<file path="src/rtl/sockreg_pkg.sv">
package sockreg_pkg;

  localparam int DATA_W = 8;

  // field order sets the bit position: first field is bit 7
  typedef struct packed {
    logic sock_en;
    logic spare;
    logic vpp_en;
    logic wait_dis;
    logic schg_ien;
    logic byte_mode;
    logic card_rst;
    logic io_mode;
  } ctrl_t;

  typedef struct packed {
    logic present;
    logic wp;
    logic rdy_irq;
    logic extracted;
    logic inserted;
    logic io16_seen;
    logic bvd2;
    logic bvd1;
  } status_t;

endpackage

</file>
<file path="src/rtl/sockreg_ctrl.sv">
module sockreg_ctrl
  import sockreg_pkg::*;
(
  input  logic              clk_i,
  input  logic              rst_ni,
  input  logic              wr_hit_i,
  input  logic [DATA_W-1:0] data_i,
  output ctrl_t             ctrl_o
);

  ctrl_t ctrl_q;

  always_ff @(posedge clk_i or negedge rst_ni) begin
    if (!rst_ni)       ctrl_q <= '0;
    else if (wr_hit_i) ctrl_q <= ctrl_t'(data_i);
  end

  assign ctrl_o = ctrl_q;

  AST_CTRL_LOAD: assert property (@(posedge clk_i) disable iff (!rst_ni)
    wr_hit_i |=> ctrl_q == ctrl_t'($past(data_i)));
  AST_CTRL_HOLD: assert property (@(posedge clk_i) disable iff (!rst_ni)
    !wr_hit_i |=> $stable(ctrl_q));

endmodule

</file>
<file path="src/rtl/sockreg_events.sv">
module sockreg_events (
  input  logic clk_i,
  input  logic rst_ni,
  input  logic sock_en_i,
  input  logic io_mode_i,
  input  logic det_a_i,
  input  logic det_b_i,
  input  logic io16_i,
  output logic inserted_o,
  output logic extracted_o,
  output logic io16_seen_o
);

  logic present;
  logic ins_q, ext_q, io16_q;

  assign present = det_a_i & det_b_i;

  always_ff @(posedge clk_i or negedge rst_ni) begin
    if (!rst_ni) begin
      ins_q  <= 1'b0;
      ext_q  <= 1'b0;
      io16_q <= 1'b0;
    end else begin
      // enable acknowledges an insertion, disable acknowledges an extraction
      ins_q  <= !sock_en_i && (ins_q || present);
      ext_q  <=  sock_en_i && (ext_q || !present);
      io16_q <=  sock_en_i && io_mode_i && (io16_q || io16_i);
    end
  end

  assign inserted_o  = ins_q;
  assign extracted_o = ext_q;
  assign io16_seen_o = io16_q;

  AST_INS_SET: assert property (@(posedge clk_i) disable iff (!rst_ni)
    (!sock_en_i && det_a_i && det_b_i) |=> ins_q);
  AST_INS_CLR: assert property (@(posedge clk_i) disable iff (!rst_ni)
    sock_en_i |=> !ins_q);
  AST_EXT_SET: assert property (@(posedge clk_i) disable iff (!rst_ni)
    (sock_en_i && !(det_a_i && det_b_i)) |=> ext_q);
  AST_EXT_CLR: assert property (@(posedge clk_i) disable iff (!rst_ni)
    !sock_en_i |=> !ext_q);
  AST_IO16_DROP: assert property (@(posedge clk_i) disable iff (!rst_ni)
    !(sock_en_i && io_mode_i) |=> !io16_q);
  AST_IO16_KEEP: assert property (@(posedge clk_i) disable iff (!rst_ni)
    (io16_q && sock_en_i && io_mode_i) |=> io16_q);

endmodule

</file>
<file path="src/rtl/sockreg_status.sv">
module sockreg_status
  import sockreg_pkg::*;
(
  input  logic              rd_hit_i,
  input  logic              io_mode_i,
  input  logic              schg_ien_i,
  input  logic              det_a_i,
  input  logic              det_b_i,
  input  logic              wp_i,
  input  logic              rdy_irq_i,
  input  logic              bvd1_i,
  input  logic              bvd2_i,
  input  logic              inserted_i,
  input  logic              extracted_i,
  input  logic              io16_seen_i,
  output logic [DATA_W-1:0] data_o,
  output logic              data_oe_o,
  output logic              irq_o
);

  status_t stat;

  always_comb begin
    stat.present   = det_a_i & det_b_i;
    stat.wp        = wp_i;
    stat.rdy_irq   = rdy_irq_i;
    stat.extracted = extracted_i;
    stat.inserted  = inserted_i;
    stat.io16_seen = io16_seen_i;
    stat.bvd2      = bvd2_i;
    stat.bvd1      = bvd1_i;
  end

  assign data_oe_o = rd_hit_i;
  assign data_o    = rd_hit_i ? DATA_W'(stat) : '0;

  assign irq_o = inserted_i | extracted_i
               | (rdy_irq_i & io_mode_i)
               | (bvd1_i & schg_ien_i);

endmodule

</file>
<file path="src/rtl/card_socket_regs.sv">
module card_socket_regs
  import sockreg_pkg::*;
#(
  parameter int unsigned         REGION_W   = 3,
  parameter logic [REGION_W-1:0] REG_REGION = 3'b110
) (
  input  logic                clk_i,
  input  logic                rst_ni,
  input  logic                cs_i,
  input  logic                rd_i,
  input  logic                wr_i,
  input  logic [REGION_W-1:0] region_i,
  input  logic [DATA_W-1:0]   data_i,
  output logic [DATA_W-1:0]   data_o,
  output logic                data_oe_o,
  input  logic                det_a_i,
  input  logic                det_b_i,
  input  logic                wp_i,
  input  logic                rdy_irq_i,
  input  logic                io16_i,
  input  logic                bvd1_i,
  input  logic                bvd2_i,
  output logic                card_rst_o,
  output logic                vpp_en_o,
  output logic                addr_buf_en_o,
  output logic                wait_dis_o,
  output logic                byte_mode_o,
  output logic                io_mode_o,
  output logic                irq_o
);

  logic  reg_sel, wr_hit, rd_hit;
  ctrl_t ctrl;
  logic  ins, ext, io16_seen;

  assign reg_sel = cs_i && (region_i == REG_REGION);
  assign wr_hit  = reg_sel && wr_i;
  assign rd_hit  = reg_sel && rd_i;

  sockreg_ctrl u_ctrl (
    .clk_i    (clk_i),
    .rst_ni   (rst_ni),
    .wr_hit_i (wr_hit),
    .data_i   (data_i),
    .ctrl_o   (ctrl)
  );

  sockreg_events u_events (
    .clk_i       (clk_i),
    .rst_ni      (rst_ni),
    .sock_en_i   (ctrl.sock_en),
    .io_mode_i   (ctrl.io_mode),
    .det_a_i     (det_a_i),
    .det_b_i     (det_b_i),
    .io16_i      (io16_i),
    .inserted_o  (ins),
    .extracted_o (ext),
    .io16_seen_o (io16_seen)
  );

  sockreg_status u_status (
    .rd_hit_i    (rd_hit),
    .io_mode_i   (ctrl.io_mode),
    .schg_ien_i  (ctrl.schg_ien),
    .det_a_i     (det_a_i),
    .det_b_i     (det_b_i),
    .wp_i        (wp_i),
    .rdy_irq_i   (rdy_irq_i),
    .bvd1_i      (bvd1_i),
    .bvd2_i      (bvd2_i),
    .inserted_i  (ins),
    .extracted_i (ext),
    .io16_seen_i (io16_seen),
    .data_o      (data_o),
    .data_oe_o   (data_oe_o),
    .irq_o       (irq_o)
  );

  assign card_rst_o    = !rst_ni || ctrl.card_rst;
  assign vpp_en_o      = ctrl.vpp_en;
  assign addr_buf_en_o = ctrl.sock_en;
  assign wait_dis_o    = ctrl.wait_dis;
  assign byte_mode_o   = ctrl.byte_mode;
  assign io_mode_o     = ctrl.io_mode;

  AST_BUS_QUIET: assert property (@(posedge clk_i) disable iff (!rst_ni)
    !(cs_i && rd_i) |-> !data_oe_o);
  AST_READ_NO_WRITE: assert property (@(posedge clk_i) disable iff (!rst_ni)
    (data_oe_o && !wr_i) |=> $stable(ctrl));
  AST_IRQ_EVENTS: assert property (@(posedge clk_i) disable iff (!rst_ni)
    (ins || ext) |-> irq_o);
  AST_IRQ_QUIET: assert property (@(posedge clk_i) disable iff (!rst_ni)
    (!ins && !ext && !rdy_irq_i && !bvd1_i) |-> !irq_o);
  AST_CARD_RST: assert property (@(posedge clk_i) disable iff (!rst_ni)
    ctrl.card_rst |-> card_rst_o);
  AST_RESET_STATE: assert property (@(posedge clk_i)
    !rst_ni |-> (!vpp_en_o && !addr_buf_en_o && !wait_dis_o && card_rst_o));

endmodule

</file>
<file path="config.mk">
export PLATFORM = sky130hd
export DESIGN_NAME = card_socket_regs
export DESIGN_NICKNAME = d
export VERILOG_FILES = /design/src/rtl/sockreg_pkg.sv /design/src/rtl/sockreg_ctrl.sv /design/src/rtl/sockreg_events.sv /design/src/rtl/sockreg_status.sv /design/src/rtl/card_socket_regs.sv
export SDC_FILE = /design/constraint.sdc
export NUM_CORES = 1
export LEC_CHECK = 0
export ABC_AREA = 0
export CAP_MARGIN = 5
export CORE_MARGIN = 8
export CORE_UTILIZATION = 37
export CTS_BUF_LIST = sky130_fd_sc_hd__clkbuf_8
export DETAILED_ROUTE_END_ITERATION = 6
export PLACE_DENSITY = 0.95
export SLEW_MARGIN = 10
export SYNTH_ARGS = -nofsm -noshare
export SYNTH_HDL_FRONTEND = slang
export SYNTH_HIERARCHICAL = 1
export SYNTH_SLANG_ARGS = --single-unit
export TNS_END_PERCENT = 20
</file>
<file path="constraint.sdc">
create_clock -name clk_i -period 1.5 [get_ports clk_i]
set_input_delay 0.225 -clock clk_i [delete_from_list [all_inputs] [get_ports clk_i]]
set_output_delay 0.225 -clock clk_i [all_outputs]
set_load 0.02 [all_outputs]
</file>
== After elaboration in Yosys (flattened, before gate mapping) ==
Index checks and enable logic that the tools add are counted.

* Equal/unequal tests: 1
* Reductions and logical operators: 14
* Mux-type cells: 1
* Bitwise logic cells: 6

{| class="wikitable"
|+ Operator list
! operator !! number
|-
| $mux W8 || 1
|-
| $logic_and A1 B1 Y1 || 7
|-
| $logic_or A1 B1 Y1 || 4
|-
| $and A1 B1 Y1 || 3
|-
| $eq A3 B3 Y1 const B || 1
|-
| $logic_not A1 Y1 || 3
|-
| $or A1 B1 Y1 || 3
|}

* Output and inout port bits: 16
* Register bits: 10
* Word-level logic and storage cells: 32
* Input port bits: 23

== Logic depth before layout (Yosys ltp) ==
* Word-level depth: 4
* Depth in mapped cells: 4
* Depth with buffers taken out: 3

== Hierarchy ==
The synthesis kept the hierarchy.

{| class="wikitable"
|+ By module, submodules not included
! module !! cells an instance !! times used !! area an instance (um^2) !! sequential area each (um^2)
|-
| sockreg_ctrl || 17 || 1 || 331.6 || 200.2
|-
| sockreg_events || 8 || 1 || 105.1 || 75.1
|-
| sockreg_status || 12 || 1 || 78.8 || 0.0
|-
| card_socket_regs || 4 || 1 || 28.8 || 0.0
|}

== Least setup slack after synthesis ==
No wires, ideal clock.

* Path type: input port to output port
* Start point: in region_i[0]
* End point: out data_o[7]
* Setup slack: 0.346 ns
* Buffers on the path: 0
* Required time: 1.275 ns
* Stages on the path: 3
* Data arrival time: 0.929 ns
* Cells stage by stage: and4b_1 and2_1 and3_1

* Longest elaborated chain between the ends: 4

{| class="wikitable"
|+ Ends and longest elaborated chain
! what !! RTL line !! source
|-
| start, declared || card_socket_regs.sv:12 || <nowiki>input logic [REGION_W-1:0] region_i,</nowiki>
|-
| $eq A3 B3 Y1 || card_socket_regs.sv:36 || <nowiki>assign reg_sel = cs_i && (region_i == REG_REGION);</nowiki>
|-
| $logic_and A1 B1 Y1 || card_socket_regs.sv:36 ||
|-
| $logic_and A1 B1 Y1 || card_socket_regs.sv:38 || <nowiki>assign rd_hit = reg_sel && rd_i;</nowiki>
|-
| named net rd_hit || card_socket_regs.sv:32 || <nowiki>logic reg_sel, wr_hit, rd_hit;</nowiki>
|-
| $mux W8 || sockreg_status.sv:35 || <nowiki>assign data_o = rd_hit_i ? DATA_W'(stat) : '0;</nowiki>
|-
| end, declared || card_socket_regs.sv:14 || <nowiki>output logic [DATA_W-1:0] data_o,</nowiki>
|}

The timed path passes the listed nets, and every way through them passes these cells.

== Worst setup path after layout ==
* Start point: reg u_ctrl.ctrl_q, in the netlist u_ctrl/ctrl_o[5]
* End point: out vpp_en_o

{| class="wikitable"
|+ RTL lines
! what !! RTL line !! source
|-
| start, declared || sockreg_ctrl.sv:11 || <nowiki>ctrl_t ctrl_q;</nowiki>
|-
| start signal, assigned || sockreg_ctrl.sv:15 || <nowiki>else if (wr_hit_i) ctrl_q <= ctrl_t'(data_i);</nowiki>
|-
| end, declared || card_socket_regs.sv:24 || <nowiki>output logic vpp_en_o,</nowiki>
|}

No word-level cell between the ends.

==> summary by stage <==
Run status
The run finished with clean final reports.

Drt
The number of nets with antenna violations after detailed routing is 0. The vias per cell is 4.788. After detailed routing, the average wire length per cell comes to 15.26 um. The violation count after the first detailed-routing iteration is 4. Summing over every cut layer, the via total after detailed routing is 474. Before antenna repair, the detailed router went through 2 iterations. The DRC violation count after routing is 0. Wires add up to 1511 um.

Clock tree
Clock tree synthesis inserted a total of 3 buffers. At the later pin of the worst-skew pair, clock insertion delay measures 0.24 ns. After clock tree synthesis, the clock-pin slew on the worst setup and hold paths is 0.05 ns. The number of buffers on the longest clock path is 2.

The count of hold buffers inserted by post-cts repair is 0. TritonCTS built the clock tree. The number of H-tree levels is 1.

The CTS sink count is 10. Buffers added to address setup during post-CTS repair amount to 0. The clock root buffer is clkbuf_8.

Power
The total power is 1.026 mW. The switching portion of total power is 26.76%. The total net switching power is 274.6 uW.

Sequential cells account for 36.5% of the total power. The share of total power dissipated in the clock network is 32.6%. Combinational logic burns 30.8% of the power. In this run the static leakage power is 0.4712 nW.

The internal cell power is 751.4 uW. Power spread over the standard cell area amounts to 1086 mW/mm^2. The largest vdd supply drop is 0.0007555 V.

Floorplan
For this configuration, the core starts out at a cell density of 39.24%. The vertical die dimension is 52.92 um. Pin placement for this block handled 39 I/O pins. The total area inside the core boundary comes to 0.001285 mm^2. The number of core rows is 13. The horizontal die dimension is 52.92 um. The die footprint is 0.002800 mm^2.

Global routing
The global-route track usage on met2 is 16.80%. Summed over all layers, the global routing overflow is 0. For this run, global-route usage on met1 was measured as 11.48%. The number of global-route vias before repair came to 486. The routing usage on met3 is 6.723%. Global routing consumed, over all layers together, 10.74% of the routing resources. The first global-routing pass estimated 2277 um of wire.

The number of antenna violations at the first check in global routing is 0. After global routing, the most crowded layer is met2. The pin count of the biggest net entering global routing is 11.

Setup path
The end of the worst register-to-register path is u_ctrl/ctrl_o[0]. The data arrival time of the critical path is 1.19 ns. The category of the most critical setup path is reg2out. The worst reg2reg path depth is 2. In this design, the stage delay of the slowest critical-path cell is 0.61 ns.

The maximum fanout count along the critical path is 2. For the worst setup path, the data required time is 1.27 ns. The kind of start point of the critical path is a flip-flop. The slowest cell on the critical path is clkdlybuf4s50_1. The register-to-register path setup slack is 0.60 ns. Walking the worst path, the cells encountered are clkdlybuf4s50_1.

In this design, the largest share of critical-path delay is due to buffers and inverters. The source of the worst register-to-register timing path is u_ctrl/ctrl_o[0]. Together, buffers and inverters on the worst path number 1. The worst setup path is captured at an output port.

Timing
Setup repair after global routing left no endpoint under its margin. The number of max-slew violations in the final report is 0. The worst slew margin relative to its limit is 85.44%.

Setup violations remaining at the end of the flow were counted as 0. At the pin with the least slew margin, the transition time is 0.2177 ns. For the finished layout, the period the worst path requires is 1.418 ns.

Across the routed clock network, the largest skew measured is 0.007115 ns. The hold violation total from the final report came to 0. Timing would allow up to 705.0 MHz. Of the available clock period, the critical path in the final layout requires 94.56%.

Yosys
The Yosys step of the flow raised 6 warnings. The mean instance size in the synthesized netlist is 12.93 um^2. The number of nets in the synthesized netlist is 62.

The cell count after synthesis is 39. The summed instance area of the synthesized netlist is 504.2 um^2.

Final layout
Of the cells placed in the final design, the portion with a size suffix greater than 1 is 35.71%. The synthesis-to-finish area growth is 87.34%. The core occupancy in the finished layout is 73.52%.

The number of nets in the final layout is 108. The repair_antennas step left the layout with diodes totalling 0.

Place
Detailed placement ended at an HPWL of 1218 um. Port buffering added 37 buffers. The congestion estimate from routability-driven global placement came to 0.7803.

Flow run
The max-capacitance violation count is 0.

Worst hold path
The tightest min-delay check is of the in2async type.
[final cells by class]
type | instances | area (um^2)
repair buffers | 42 | 374.1
fillers | 116 | 340.3
flip-flops and latches | 10 | 250.2
multi-input cells | 28 | 246.5
clock buffers | 4 | 55.05
well taps | 15 | 18.77
[how the worst max path moves through the flow]
stage	start	endpoint	slack, ns	cells after the start
floorplan	region_i[0]	data_o[7]	0.35	3
global placement	region_i[1]	data_o[7]	-0.58	5
detailed placement	region_i[1]	data_o[7]	-0.63	5
CTS	rdy_irq_i	irq_o	0.007	4
global route	region_i[0]	data_o[4]	0.02	5
finish	u_ctrl/ctrl_o[5]	vpp_en_o	0.08	1
[layout by cell type (no fill, tap or decap)]
cell type and count:
clkdlybuf4s50_1 20, dfrtp_1 10, and2_1 7, dlygate4sd2_1 7
buf_2 7, mux2_4 7, clkbuf_8 4, buf_4 4
nand2_1 3, and2_4 2, and4b_1 1, nand2b_1 1
and2_2 1, buf_6 1, clkdlybuf4s15_2 1, clkbuf_2 1
buf_12 1, o211a_1 1, a21oi_1 1, nor2_1 1
o21a_1 1, and3_1 1, a211oi_2 1
[power by group through the flow]
stage	Sequential [mW]	Combinational [mW]	Clock, mW
after detailed placement	0.378	0.343	0
after CTS	0.376	0.324	0.336
final	0.375	0.316	0.335
after global routing	0.383	0.337	0.362
after global placement	0.377	0.334	0
after floorplan	0.411	0.117	0
[metrics by stage]
| step | setup slack (ns) | setup TNS [ns] | cells | hold WS, ns | area, um^2 |
|---|---|---|---|---|---|
| floorplan | 0.3456 | 0 | 39 | -0.07059 | 504.2 |
| global placement | -0.5790 | -5.957 | 94 | 0.4906 | 924.6 |
| detailed placement | -0.6294 | -6.552 | 94 | 0.4874 | 924.6 |
| CTS | 0.007463 | 0 | 99 | 0.3440 | 949.7 |
| global route | 0.01979 | 0 | 99 | 0.3767 | 944.7 |
| finish | 0.08160 | 0 | 99 | 0.3473 | 944.7 |
[per-layer routing]
metal	vias up	part of all wire, %
met5	-	0
met4	0	0.66
met3	2	16
met2	28	45
met1	220	39
li1	224	-
[flip-flops by register name (all words and copies together), names as in the netlist]
signal                count
u_ctrl/ctrl_o             7
u_events/extracted_o      1
u_events/inserted_o       1
u_events/io16_seen_o      1
[what timing repair did]
action                                  CTS  global route
pin swaps                                 2             0
cloned                                    1             0
endpoints found under the setup margin   13             1
gates resized for setup                  49             1
Power figures use the tool's default switching activity.
